## config.mk

```make
export PLATFORM = sky130hd
export DESIGN_NAME = dma_tenure_throttle
export DESIGN_NICKNAME = d
export VERILOG_FILES = /design/src/rtl/dma_throttle_pkg.sv /design/src/rtl/throttle_down_counter.sv /design/src/rtl/throttle_fsm.sv /design/src/rtl/dma_tenure_throttle.sv
export SDC_FILE = /design/constraint.sdc
export NUM_CORES = 1
export LEC_CHECK = 0
export ABC_AREA = 1
export BUFFER_PORTS_ARGS = -buffer_cell sky130_fd_sc_hd__buf_2
export CAP_MARGIN = 20
export CORE_MARGIN = 5
export CORE_UTILIZATION = 58
export CTS_CLUSTER_SIZE = 30
export DETAILED_ROUTE_END_ITERATION = 8
export PLACE_DENSITY = 0.85
export SYNTH_ARGS = -nofsm -noshare
export SYNTH_HDL_FRONTEND = slang
export SYNTH_SLANG_ARGS = --single-unit
export TNS_END_PERCENT = 1
```

## constraint.sdc

```tcl
create_clock -name clk -period 2.2 [get_ports clk]
set_input_delay 0.22 -clock clk [delete_from_list [all_inputs] [get_ports clk]]
set_output_delay 0.22 -clock clk [all_outputs]
set_load 0.05 [all_outputs]
```

## src/rtl/dma_throttle_pkg.sv

```systemverilog
package dma_throttle_pkg;
  typedef enum logic [1:0] {
    ST_IDLE    = 2'd0,
    ST_REQUEST = 2'd1,
    ST_ON_BUS  = 2'd2,
    ST_BACKOFF = 2'd3
  } thr_state_e;
endpackage

```

## src/rtl/throttle_down_counter.sv

```systemverilog
module throttle_down_counter #(
  parameter int W = 11
) (
  input  logic         clk,
  input  logic         rst_n,
  input  logic         clr,
  input  logic         load,
  input  logic [W-1:0] load_val,
  input  logic         tick,
  input  logic         en,
  output logic         zero
);
  logic [W-1:0] cnt_q;

  always_ff @(posedge clk) begin
    if (!rst_n)                         cnt_q <= '0;
    else if (clr)                       cnt_q <= '0;
    else if (load)                      cnt_q <= load_val;
    else if (en && tick && cnt_q != '0) cnt_q <= cnt_q - 1'b1;
  end

  assign zero = (cnt_q == '0);
endmodule

```

## src/rtl/throttle_fsm.sv

```systemverilog
module throttle_fsm
  import dma_throttle_pkg::*;
#(
  parameter int CODE_W   = 3,
  parameter int CNT_W    = 11,
  parameter int BASE_ON  = 16,
  parameter int BASE_OFF = 8
) (
  input  logic              clk,
  input  logic              rst_n,
  input  logic [CODE_W-1:0] on_code,
  input  logic [CODE_W-1:0] off_code,
  input  logic              dma_req,
  input  logic              xfer_done,
  input  logic              xfer_boundary,
  input  logic              bus_grant,
  input  logic              on_zero,
  input  logic              off_zero,
  output logic              cnt_clr,
  output logic              on_load,
  output logic              on_en,
  output logic [CNT_W-1:0]  on_val,
  output logic              off_load,
  output logic              off_en,
  output logic [CNT_W-1:0]  off_val,
  output logic              bus_req,
  output logic              xfer_permit
);
  localparam logic [CODE_W-1:0] UNLIMITED = '1;
  localparam logic [CNT_W-1:0]  ON_UNIT   = CNT_W'(BASE_ON);
  localparam logic [CNT_W-1:0]  OFF_UNIT  = CNT_W'(BASE_OFF);

  thr_state_e state_q, state_d;
  logic       unl_q;
  logic       on_expired;

  assign on_val     = ON_UNIT << on_code;
  assign off_val    = (off_code == '0) ? '0 : (OFF_UNIT << off_code);
  assign on_expired = !unl_q && on_zero;

  always_comb begin
    state_d = state_q;
    unique case (state_q)
      ST_IDLE:    if (dma_req) state_d = ST_REQUEST;
      ST_REQUEST: begin
        if (!dma_req)       state_d = ST_IDLE;
        else if (bus_grant) state_d = ST_ON_BUS;
      end
      ST_ON_BUS: begin
        if (!dma_req)                        state_d = ST_IDLE;
        else if (on_expired && xfer_boundary) state_d = ST_BACKOFF;
      end
      ST_BACKOFF: if (off_zero) state_d = dma_req ? ST_REQUEST : ST_IDLE;
      default:    state_d = ST_IDLE;
    endcase
    if (xfer_done) state_d = ST_IDLE;
  end

  always_ff @(posedge clk) begin
    if (!rst_n) begin
      state_q <= ST_IDLE;
      unl_q   <= 1'b0;
    end else begin
      state_q <= state_d;
      if (xfer_done)    unl_q <= 1'b0;
      else if (on_load) unl_q <= (on_code == UNLIMITED);
    end
  end

  assign cnt_clr     = xfer_done;
  assign on_load     = (state_q == ST_REQUEST) && (state_d == ST_ON_BUS);
  assign off_load    = (state_q == ST_ON_BUS) && (state_d == ST_BACKOFF);
  assign on_en       = (state_q == ST_ON_BUS) && !unl_q;
  assign off_en      = (state_q == ST_BACKOFF);
  assign bus_req     = (state_q == ST_REQUEST) || (state_q == ST_ON_BUS);
  assign xfer_permit = (state_q == ST_ON_BUS) && !on_expired;
endmodule

```

## src/rtl/dma_tenure_throttle.sv

```systemverilog
module dma_tenure_throttle #(
  parameter int CODE_W   = 3,
  parameter int BASE_ON  = 16,
  parameter int BASE_OFF = 8
) (
  input  logic              clk,
  input  logic              rst_n,
  input  logic [CODE_W-1:0] on_code,
  input  logic [CODE_W-1:0] off_code,
  input  logic              tick_1us,
  input  logic              dma_req,
  input  logic              xfer_done,
  input  logic              xfer_boundary,
  input  logic              bus_grant,
  output logic              bus_req,
  output logic              xfer_permit
);
  localparam int MAX_CODE = (1 << CODE_W) - 1;
  localparam int MAX_ON   = BASE_ON << (MAX_CODE - 1);
  localparam int MAX_OFF  = BASE_OFF << MAX_CODE;
  localparam int MAX_WIN  = (MAX_ON > MAX_OFF) ? MAX_ON : MAX_OFF;
  localparam int CNT_W    = $clog2(MAX_WIN + 1);

  logic             cnt_clr, on_load, on_en, off_load, off_en;
  logic             on_zero, off_zero;
  logic [CNT_W-1:0] on_val, off_val;

  throttle_fsm #(
    .CODE_W(CODE_W), .CNT_W(CNT_W), .BASE_ON(BASE_ON), .BASE_OFF(BASE_OFF)
  ) fsm_i (
    .clk(clk), .rst_n(rst_n), .on_code(on_code), .off_code(off_code),
    .dma_req(dma_req), .xfer_done(xfer_done), .xfer_boundary(xfer_boundary),
    .bus_grant(bus_grant), .on_zero(on_zero), .off_zero(off_zero),
    .cnt_clr(cnt_clr), .on_load(on_load), .on_en(on_en), .on_val(on_val),
    .off_load(off_load), .off_en(off_en), .off_val(off_val),
    .bus_req(bus_req), .xfer_permit(xfer_permit)
  );

  throttle_down_counter #(.W(CNT_W)) on_cnt_i (
    .clk(clk), .rst_n(rst_n), .clr(cnt_clr), .load(on_load),
    .load_val(on_val), .tick(tick_1us), .en(on_en), .zero(on_zero)
  );

  throttle_down_counter #(.W(CNT_W)) off_cnt_i (
    .clk(clk), .rst_n(rst_n), .clr(cnt_clr), .load(off_load),
    .load_val(off_val), .tick(tick_1us), .en(off_en), .zero(off_zero)
  );
endmodule

```

Word level (Yosys, flattened, before mapping)
Index checks and enable logic that the tools add are counted.
{"block": "totals", "ff_bits": 25, "latchBits": 0, "ram_bits": 0, "rom_bits": 0, "input_bits": 13, "output_inout_bits": 2, "elab_cells": 51, "mem_count": 0}
{"block": "op_classes", "n_addsub": 2, "n_mul": 0, "div": 0, "magnitude_cmp": 0, "n_eq_ne": 6, "shift": 2, "muxes": 14, "n_bitwise": 1, "reduce_logical": 22}
{"operator": "$mux W11", "count": 5}
{"operator": "$logic_not A11 Y1", "count": 2}
{"operator": "$reduce_bool A11 Y1", "count": 2}
{"operator": "$sub A11 B1 Y11 const B", "count": 2}
{"operator": "$mux W2", "count": 7}
{"operator": "$shl A4 B3 Y11 const A", "count": 1}
{"operator": "$shl A5 B3 Y11 const A", "count": 1}
{"operator": "$logic_and A1 B1 Y1", "count": 10}
{"operator": "$eq A2 B2 Y1 const B", "count": 4}
{"operator": "$pmux W2 S4", "count": 1}
{"operator": "$reduce_bool A2 Y1", "count": 2}
{"operator": "$eq A3 B3 Y1 const B", "count": 1}
{"operator": "$logic_not A3 Y1", "count": 1}
{"operator": "$eq A2 B1 Y1 const B", "count": 1}
{"operator": "$logic_not A1 Y1", "count": 2}
{"operator": "$logic_not A2 Y1", "count": 1}
{"operator": "$reduce_or A2 Y1", "count": 1}
{"operator": "$logic_or A1 B1 Y1", "count": 1}
{"operator": "$mux W1", "count": 1}
{"operator": "$not A1 Y1", "count": 1}

Logic depth before layout (Yosys ltp)
Gate-level depths: netlist of the first run.
{"block": "logic_depth", "depth_word": 10, "depth_mapped": 16, "depth_no_buf": 16}

Cells and area by module
A second synthesis of the first run with hierarchy kept.
{"block": "hier_totals", "cells_unflattened": 337, "hier_area_um2": 2069.5}
{"module": "throttle_down_counter", "n_inst": 2, "cells_each": 125, "area_per_inst_um2": 779.5, "seq_area_each_um2": 220.2}
{"module": "throttle_fsm", "n_inst": 1, "cells_each": 87, "area_per_inst_um2": 510.5, "seq_area_each_um2": 60.1}

Worst setup path before layout of the first run
Ideal clock, no wire load.
{"block": "synth_timing", "kind": "reg-to-reg", "from": "reg on_cnt_i.cnt_q[0]", "to": "reg off_cnt_i.cnt_q[9]", "setup_time_ns": 0.128, "t_arrival_ns": 1.657, "required_ns": 2.072, "setup_slack_ns": 0.415, "stages_incl_launch_ff": 15, "n_path_buf": 1, "synth_period_minus_slack_ns": 1.785, "cell_sequence": "dfxtp_1 > inv_1 > ha_1 > nand2_1 > nor2_1 > nand4_2 > nand2_1 > nand2_1 > nand3_1 > nand2_2 > buf_4 > o21ai_0 > nand2_1 > nor2_1 > nor2_1"}
{"block": "synth_via", "elab_chain_len": 10, "elab_cells_between_ends": 11, "classes_between": "eq/ne: 1; mux: 5; reduce/logical: 5"}
{"item": "start: declaration", "line": "throttle_down_counter.sv:13", "rtl": "logic [W-1:0] cnt_q;"}
{"item": "start signal: assignment", "line": "throttle_down_counter.sv:18", "rtl": "else if (load) cnt_q <= load_val;"}
{"item": "start signal: assignment", "line": "throttle_down_counter.sv:19", "rtl": "else if (en && tick && cnt_q != '0) cnt_q <= cnt_q - 1'b1;"}
{"item": "$logic_not A11 Y1 *", "line": "throttle_down_counter.sv:22", "rtl": "assign zero = (cnt_q == '0);"}
{"item": "$logic_and A1 B1 Y1 *", "line": "throttle_fsm.sv:39", "rtl": "assign on_expired = !unl_q && on_zero;"}
{"item": "$logic_and A1 B1 Y1 *", "line": "throttle_fsm.sv:51", "rtl": "else if (on_expired && xfer_boundary) state_d = ST_BACKOFF;"}
{"item": "$mux W2 *", "line": "throttle_fsm.sv:51"}
{"item": "$mux W2 *", "line": "throttle_fsm.sv:50", "rtl": "if (!dma_req) state_d = ST_IDLE;"}
{"item": "$pmux W2 S4 *", "line": "throttle_fsm.sv:43", "rtl": "unique case (state_q)"}
{"item": "$mux W2 *", "line": "throttle_fsm.sv:56", "rtl": "if (xfer_done) state_d = ST_IDLE;"}
{"item": "$eq A2 B2 Y1 *", "line": "throttle_fsm.sv:72", "rtl": "assign off_load = (state_q == ST_ON_BUS) && (state_d == ST_BACKOFF);"}
{"item": "$logic_and A1 B1 Y1 *", "line": "throttle_fsm.sv:72"}
{"item": "$mux W11 or $reduce_bool A2 Y1 (tied branches)"}
{"item": "end signal: assignment", "line": "throttle_down_counter.sv:18"}
{"item": "end signal: assignment", "line": "throttle_down_counter.sv:19"}
{"item": "end: declaration", "line": "throttle_down_counter.sv:13"}
Every way passes the cells marked *; elsewhere a longest branch is shown, timed or not.
A chain may end at the register's enable or synchronous reset.

Worst setup path after layout of the first run
{"block": "layout_timing", "from": "reg off_cnt_i.cnt_q[0]", "to": "reg off_cnt_i.cnt_q[9]"}
{"block": "layout_via", "elab_chain_len": 7, "elab_cells_between_ends": 12, "classes_between": "add/sub: 1; eq/ne: 1; mux: 5; reduce/logical: 5"}
{"item": "$logic_not A11 Y1", "line": "throttle_down_counter.sv:22"}
{"item": "$mux W2", "line": "throttle_fsm.sv:53", "rtl": "ST_BACKOFF: if (off_zero) state_d = dma_req ? ST_REQUEST : ST_IDLE;"}
{"item": "$pmux W2 S4", "line": "throttle_fsm.sv:43"}
{"item": "$mux W2", "line": "throttle_fsm.sv:56"}
{"item": "$eq A2 B2 Y1", "line": "throttle_fsm.sv:72"}
{"item": "$logic_and A1 B1 Y1", "line": "throttle_fsm.sv:72"}
{"item": "$mux W11 or $reduce_bool A2 Y1 (tied branches)"}
Parallel ways exist; a longest one is shown, timed or not. The select of a mux whose other input is x is not followed.

==> results of run 1 <==
## how the worst min path moves through the flow
stage | start | end | slack (ps) | cells past startpoint
after floorplan | rst_n | fsm_i.state_q[0]$_SDFF_PN0_ | 370 | 2
after global routing | rst_n | fsm_i.state_q[1]$_SDFF_PN0_ | 140 | 3
final | rst_n | fsm_i.state_q[1]$_SDFF_PN0_ | 120 | 3
after global placement | off_cnt_i.cnt_q[0]$_SDFFE_PP0P_ | off_cnt_i.cnt_q[0]$_SDFFE_PP0P_ | 450 | 2
after CTS | rst_n | fsm_i.state_q[1]$_SDFF_PN0_ | 120 | 3
after detailed placement | off_cnt_i.cnt_q[0]$_SDFFE_PP0P_ | off_cnt_i.cnt_q[0]$_SDFFE_PP0P_ | 460 | 2
## cell usage in the layout, fill, tap and decap left out, types with 2 or more instances in the layout
cell | netlist | routed
nand2_1 | 85 | 84
inv_1 | 45 | 45
nor2_1 | 42 | 42
nand3_1 | 29 | 29
dfxtp_1 | 25 | 25
a21oi_1 | 16 | 16
buf_2 | 1 | 14
xor2_1 | 11 | 11
nor3_1 | 10 | 10
o21ai_0 | 7 | 7
ha_1 | 7 | 7
buf_4 | 2 | 6
nor2_4 | 1 | 4
nand2_4 | 2 | 3
nand4_1 | 3 | 3
clkbuf_4 | 0 | 3
nand2_2 | 2 | 2
or2_2 | 2 | 2
## stage by stage
stage	setup TNS (ps)	instance area, um2	hold slack [ps]
3_5_place_dp	0	2010	464
3_3_place_gp	0	2010	453
2_1_floorplan	0	1880	371
5_1_grt	-20.4	2060	137
6_report	0	2060	118
4_1_cts	0	2040	122
## power by group through the flow
stage,registers [mW],logic (mW),clock network (mW)
finish,0.458,0.107,0.224
global route,0.459,0.120,0.253
CTS,0.459,0.104,0.229
detailed placement,0.468,0.104,0
global placement,0.468,0.102,0
floorplan,0.467,0.0726,0
## layout make-up
type,count,area share
Clock inverter,1,0.00364
Sequential cell,25,0.242
Tap cell,44,0.0267
Inverter,46,0.0836
Timing Repair Buffer,20,0.0558
Multi-Input combinational cell,231,0.577
Clock buffer,3,0.0109
## worst min-delay path, cell delays in order
cell and delay (ps):
buf_2 70, inv_1 50, nor2_1 90
## kinds of logic (layout without fill, tap and decap cells)
| logic type | count (synthesis) | count (layout) | synth area share |
|---|---|---|---|
| AO/OA/AOI/OAI | 28 | 28 | 0.0798 |
| XOR/XNOR | 12 | 12 | 0.0559 |
| adder cells (fa/ha/maj) | 7 | 7 | 0.0466 |
| buffers and inverters | 52 | 70 | 0.112 |
| flip-flops | 25 | 25 | 0.266 |
| AND/OR/NAND/NOR | 184 | 184 | 0.439 |
## registers in the layout (all words and copies together), names as in the netlist
name / count
off_cnt_i.cnt_q: 11
on_cnt_i.cnt_q: 11
fsm_i.state_q: 2
fsm_i.unl_q: 1
## metal layers
metal	vias up	wire [um]	track usage
li1	995	-	-
met1	846	1860	0.258
met2	50	1900	0.344
met3	7	245	0.0371
met4	0	52	0.0608
met5	-	0	0
==> impl_metrics.csv, run 1 <==
group,metric,value,unit
status,outcome,"complete, no violations",
clock_tree,clock-root-buffer,"clkbuf_4",
synth,ys_seq_area_frac,0.266,
setup_path,critPathMaxFanout,10,
sta,setup_slack,191,ps
power_and_ir_drop,p_leak,1.04,nW
floorplan,design.core.area,3080,um2
setup_path,start_kind,"register",
worst_hold_path,min_path_type,"input port to register",
route,dr.first_iter.drc_count,91,
layout,layout.cells.non_filler,370,
setup_path,crit_path_frequent_cell,"nand2_1",
synth,postSynthAreaPerCell,6.11,um2
synth,synthesis.nets,328,
clock_tree,cts-htree-levels,1,
power_and_ir_drop,p_sw,0.229,mW
clock_tree,postCtsHoldBufs,0,
clock_tree,cts.path.max_buffers,2,
synth,synth_area_leaders,"dfxtp_1 27%, nand2_1 17%, inv_1 9.0%, nor2_1 8.4%, nand3_1 7.7%",
setup_path,r2r-start,"off_cnt_i.cnt_q[0]$_SDFFE_PP0P_",
sta,tightest_slew,384,ps
power_and_ir_drop,powerDensity,382,nW/um2
floorplan,start_util,0.611,
power_and_ir_drop,pwr-share-comb,0.135,
setup_path,crit_arrival,2240,ps
synth,yosysMostFrequentCell,"nand2_1",
power_and_ir_drop,finalPower,0.789,mW
synth,netlist_instances,308,
power_and_ir_drop,ir_drop,0.194,mV
sta,setup_violations,0,
layout,regArea,500,um2
placement,gp_congestion,0.896,
clock_tree,cts_buffers,3,
floorplan,die_w,66.9,um
sta,skew,3.22,ps
global_routing,overflow,0,
sta,relSlewSlack,0.744,
power_and_ir_drop,swShare,0.291,
setup_path,ff2ff_setup_slack,190,ps
power_and_ir_drop,pwr-share-clk,0.284,
synth,synth_ff_type,"dfxtp_1",
route,drtPass1Iterations,4,
route,detail-route-antenna-nets,0,
layout,synthToLayoutAreaGrowth,9.78,%
layout,fin_util,0.671,
floorplan,die-height,66.9,um
setup_path,r2r_cells,16,
synth,synth.largest_area_cell,"dfxtp_1",
sta,post-route-period-util,0.913,
floorplan,io_pins,15,
setup_path,cpPeakStageDelay,350,ps
clock_tree,cts_tree,"done",
global_routing,antenna_found_initial,0,
synth,async_flop_share,0,
route,drt-total-wl,4050,um
placement,place_hpwl,3240,um
placement,preCtsSetupSlack,166,ps
clock_tree,path_clk_slew,150,ps
global_routing,grt_max_degree,16,
clock_tree,clock_latency,330,ps
route,drc,0,
setup_path,critical_path_depth,16,
synth,synthTopCellsByCount,"85 x nand2_1, 45 x inv_1, 42 x nor2_1, 29 x nand3_1, 25 x dfxtp_1",
placement,place_inst,366,
setup_path,crit_family,"simple AND/OR/NAND/NOR gates",
clock_tree,cts_resized,0,
setup_path,critPathBufInv,2,
setup_path,required,2430,ps
run,maxCapViolations,0,
layout,nets,347,
layout,fill_cells,306,
sta,max_freq,498,MHz
synth,synth_seq_cells,25,
setup_path,end_kind,"register",
sta,maxSlewViolCount,0,
global_routing,grt_pass1_vias,1754,
synth,ys_types,32,
setup_path,r2r-end,"off_cnt_i.cnt_q[9]$_SDFFE_PP0P_",
route,wl_per_cell,11.0,um
synth,ys_warn_count,0,
clock_tree,post_cts_buffers,0,
layout,drive_gt1_frac,0.123,
route,avgViaCountPerCell,5.13,
sta,hold_viol,0,
layout,multi_input_area,1190,um2
floorplan,fp.dieArea,4480,um2
route,dr_total_vias,1898,
floorplan,rows,20,
sta,rsz0062_at_grt,"true",
setup_path,worstSetupStartpoint,"off_cnt_i.cnt_q[0]$_SDFFE_PP0P_",
sta,fin_crit,2010,ps
setup_path,worstSetupPathType,"register to register",
synth,synth_top_area_frac,0.266,
layout,n_antenna_cell,0,
synth,synth_area,1880,um2
global_routing,grt_use_total,0.203,
setup_path,path_cells,"inv_1 > ha_1 > nand2_1 > nor2_4 > nand3_1 > nand2_1 > nand2_1 > nand2_1 > nand3_1 > nand2_4 > nor2_4 > buf_4 > nand2_1 > nand2_1 > nor2_1 > nor2_1",
synth,synth-edff-count,0,
global_routing,grt_pass1_wl,7130,um
setup_path,slowest_stage,"dfxtp_1",
power_and_ir_drop,internal_power,0.560,mW
setup_path,critPathCapture,"off_cnt_i.cnt_q[9]$_SDFFE_PP0P_",
clock_tree,clock_sinks,25,
placement,io_buffers,14,
power_and_ir_drop,seq_power_share,0.581,
No activity file was read; power rests on OpenSTA's default activity.
==> run 2: changes to the inputs <==
--- a/config.mk
+++ b/config.mk
@@ -5,7 +5,6 @@
 export SDC_FILE = /design/constraint.sdc
 export NUM_CORES = 1
 export LEC_CHECK = 0
-export ABC_AREA = 1
 export BUFFER_PORTS_ARGS = -buffer_cell sky130_fd_sc_hd__buf_2
 export CAP_MARGIN = 20
 export CORE_MARGIN = 5
==> constraint.sdc (replaced) <==
create_clock -name clk -period 2.5 [get_ports clk]
set_input_delay 0.25 -clock clk [delete_from_list [all_inputs] [get_ports clk]]
set_output_delay 0.25 -clock clk [all_outputs]
set_load 0.05 [all_outputs]
==> run 2 against run 1 <==
Clock skew up 2.7 ps. First-iteration DRC count is 13% higher. Power decreased by 17%. Design area fell by 3.5%. Final cell count is 26% lower. Critical endpoint is now on_cnt_i.cnt_q[7]$_SDFFE_PP0P_. Largest cell class unchanged. Largest power group unchanged.
==> impl_metrics.csv, run 2 <==
group,metric,value,unit
status,outcome,"complete, no violations",
synth,async_flop_share,0,
floorplan,io_pins,15,
layout,mostFrequentLayoutCells,"25 x dfxtp_1, 17 x nand2_1, 15 x nor3_1",
clock_tree,cts_buffers,3,
clock_tree,cts.path.max_buffers,2,
clock_tree,cts_tree,"done",
route,met3WireLength,289,um
placement,io_buffers,14,
clock_tree,clock-root-buffer,"clkbuf_4",
route,dr.first_iter.drc_count,103,
floorplan,start_util,0.599,
synth,synthesis.nets,230,
setup_path,crit_family,"simple AND/OR/NAND/NOR gates",
synth,synth_area,1810,um2
route,dr_total_vias,1660,
power_and_ir_drop,swShare,0.252,
route,wl_met2,1900,um
sta,skew,5.95,ps
setup_path,ff2ff_setup_slack,160,ps
synth,synth.largest_area_cell,"dfxtp_1",
sta,setup_slack,161,ps
power_and_ir_drop,ir_drop,0.245,mV
placement,place_hpwl,3160,um
setup_path,required,2720,ps
route,avgViaCountPerCell,6.06,
layout,fin_util,0.658,
sta,rsz0062_at_grt,"false",
placement,gp_congestion,0.839,
layout,synthToLayoutAreaGrowth,9.87,%
synth,ys_warn_count,0,
layout,final_common_cell,"dfxtp_1",
layout,layout.cells.non_filler,274,
layout,final_area,1990,um2
synth,synth_top_area_frac,0.276,
setup_path,worstSetupPathType,"register to register",
route,met1Wirelength,1910,um
power_and_ir_drop,powerDensity,328,nW/um2
global_routing,grt_pass1_vias,1533,
synth,netlist_instances,210,
sta,maxSlewViolCount,0,
setup_path,r2r-start,"off_cnt_i.cnt_q[7]$_SDFFE_PP0P_",
route,wl_per_cell,15.2,um
synth,ys_types,50,
setup_path,end_kind,"register",
power_and_ir_drop,seq_power_share,0.614,
route,detail-route-antenna-nets,0,
layout,n_antenna_cell,0,
clock_tree,cts-htree-levels,1,
synth,synth_area_leaders,"dfxtp_1 28%, ha_1 4.8%, mux2i_1 4.4%, xnor2_1 4.3%, nor3_1 4.1%",
global_routing,overflow,0,
worst_hold_path,hold_depth,2,
synth,synth_seq_cells,25,
synth,synth_ff_type,"dfxtp_1",
power_and_ir_drop,internal_power,0.489,mW
run,maxCapViolations,0,
setup_path,r2r_cells,5,
clock_tree,clock_sinks,25,
synth,postSynthAreaPerCell,8.63,um2
setup_path,critPathBufInv,0,
setup_path,slowest_stage,"or4_1",
synth,yosysMostFrequentCell,"dfxtp_1",
floorplan,die-height,65.9,um
floorplan,fp.dieArea,4340,um2
route,drt-total-wl,4160,um
sta,setup_violations,0,
clock_tree,clock_latency,320,ps
setup_path,cpPeakStageDelay,690,ps
route,drtPass1Iterations,4,
sta,whs,189,ps
floorplan,design.core.area,3030,um2
sta,setup-tns-final,0,ps
sta,tightest_slew,481,ps
synth,synth-edff-count,0,
setup_path,start_kind,"register",
global_routing,grt_use_total,0.198,
floorplan,die_w,65.9,um
global_routing,grt_max_degree,17,
sta,max_freq,428,MHz
route,drc,0,
worst_hold_path,min_path_type,"input port to register",
sta,fin_crit,2340,ps
placement,place_inst,270,
global_routing,antenna_found_initial,0,
floorplan,rows,20,
sta,hold_viol,0,
clock_tree,path_clk_slew,140,ps
worst_hold_path,min_from,"rst_n",
layout,nets,251,
layout,drive_gt1_frac,0.183,
setup_path,crit_arrival,2560,ps
power_and_ir_drop,p_sw,0.165,mW
route,top_layer,"met4",
layout,top_regs,"off_cnt_i.cnt_q x11, on_cnt_i.cnt_q x11, fsm_i.state_q x2",
setup_path,r2r-end,"on_cnt_i.cnt_q[7]$_SDFFE_PP0P_",
global_routing,grt_pass1_wl,6800,um
setup_path,path_cells,"or4_1 > o31ai_4 > nand4b_1 > nor3_4 > mux2_2",
synth,synthTopCellsByCount,"25 x dfxtp_1, 17 x nand2_1, 15 x nor3_1, 14 x nor2_1, 11 x inv_1",
sta,relSlewSlack,0.677,
power_and_ir_drop,pwr-share-comb,0.108,
placement,preCtsSetupSlack,110,ps
synth,ys_seq_area_frac,0.276,
placement,placed_area,1960,um2
worst_hold_path,holdPathEnd,"fsm_i.state_q[0]$_SDFF_PN0_",
sta,post-route-period-util,0.936,
power_and_ir_drop,p_leak,0.717,nW
setup_path,critPathMaxFanout,6,
power_and_ir_drop,pwr-share-clk,0.278,
power_and_ir_drop,finalPower,0.654,mW
[run 2: worst max-delay path by stage]
stage	cells past startpoint	start	slack, ps	to
floorplan	7	off_cnt_i.cnt_q[2]$_SDFFE_PP0P_	290	off_cnt_i.cnt_q[6]$_SDFFE_PP0P_
global route	9	on_cnt_i.cnt_q[0]$_SDFFE_PP0P_	6	on_cnt_i.cnt_q[5]$_SDFFE_PP0P_
CTS	5	off_cnt_i.cnt_q[2]$_SDFFE_PP0P_	80	on_cnt_i.cnt_q[7]$_SDFFE_PP0P_
detailed placement	5	off_cnt_i.cnt_q[2]$_SDFFE_PP0P_	110	on_cnt_i.cnt_q[7]$_SDFFE_PP0P_
global placement	5	off_cnt_i.cnt_q[2]$_SDFFE_PP0P_	200	on_cnt_i.cnt_q[4]$_SDFFE_PP0P_
finish	5	off_cnt_i.cnt_q[7]$_SDFFE_PP0P_	160	on_cnt_i.cnt_q[7]$_SDFFE_PP0P_
[run 2: timing repair]
item / in CTS / in global routing
gates resized for setup: 0 / 2
hold buffers: 0 / 0
endpoints found under the setup margin: 0 / 6
buffers inserted: 0 / 0
[run 2: final cells by class]
class	instances	area, um2
inverter	11	41.3
fill	262	1040
timing repair buffer	24	145
tap	44	55.1
clock buffer	4	26.3
sequential	25	500
multi-input combinational	166	1220
[run 2: worst register-to-register path, cell delays in order, from the launching register on]
cell	delay (ps)
dfxtp_1	380
or4_1	690
o31ai_4	290
nand4b_1	240
nor3_4	270
mux2_2	370
[run 2: logic make-up after synthesis]
logic type / Yosys count / synth area share
and+or+nand+nor: 104 / 0.356
muxes: 12 / 0.0690
xor gates and xnor gates: 14 / 0.0676
adders and majority gates: 7 / 0.0483
DFF: 25 / 0.276
buffers and inverters: 19 / 0.0545
AOI/OAI and AO/OA: 29 / 0.128
[run 2: routing by layer]
layer,global-route usage,vias to the layer above
met3,0.0323,6
met1,0.276,771
li1,-,823
met5,0,-
met2,0.310,60
met4,0.0570,0
[run 2: power by group through the flow]
stage | clock network, mW | logic, mW | registers [mW]
2_1_floorplan | 0 | 0.0415 | 0.409
3_3_place_gp | 0 | 0.0666 | 0.410
3_5_place_dp | 0 | 0.0686 | 0.410
4_1_cts | 0.186 | 0.0688 | 0.401
5_1_grt | 0.208 | 0.0767 | 0.402
6_report | 0.182 | 0.0705 | 0.401
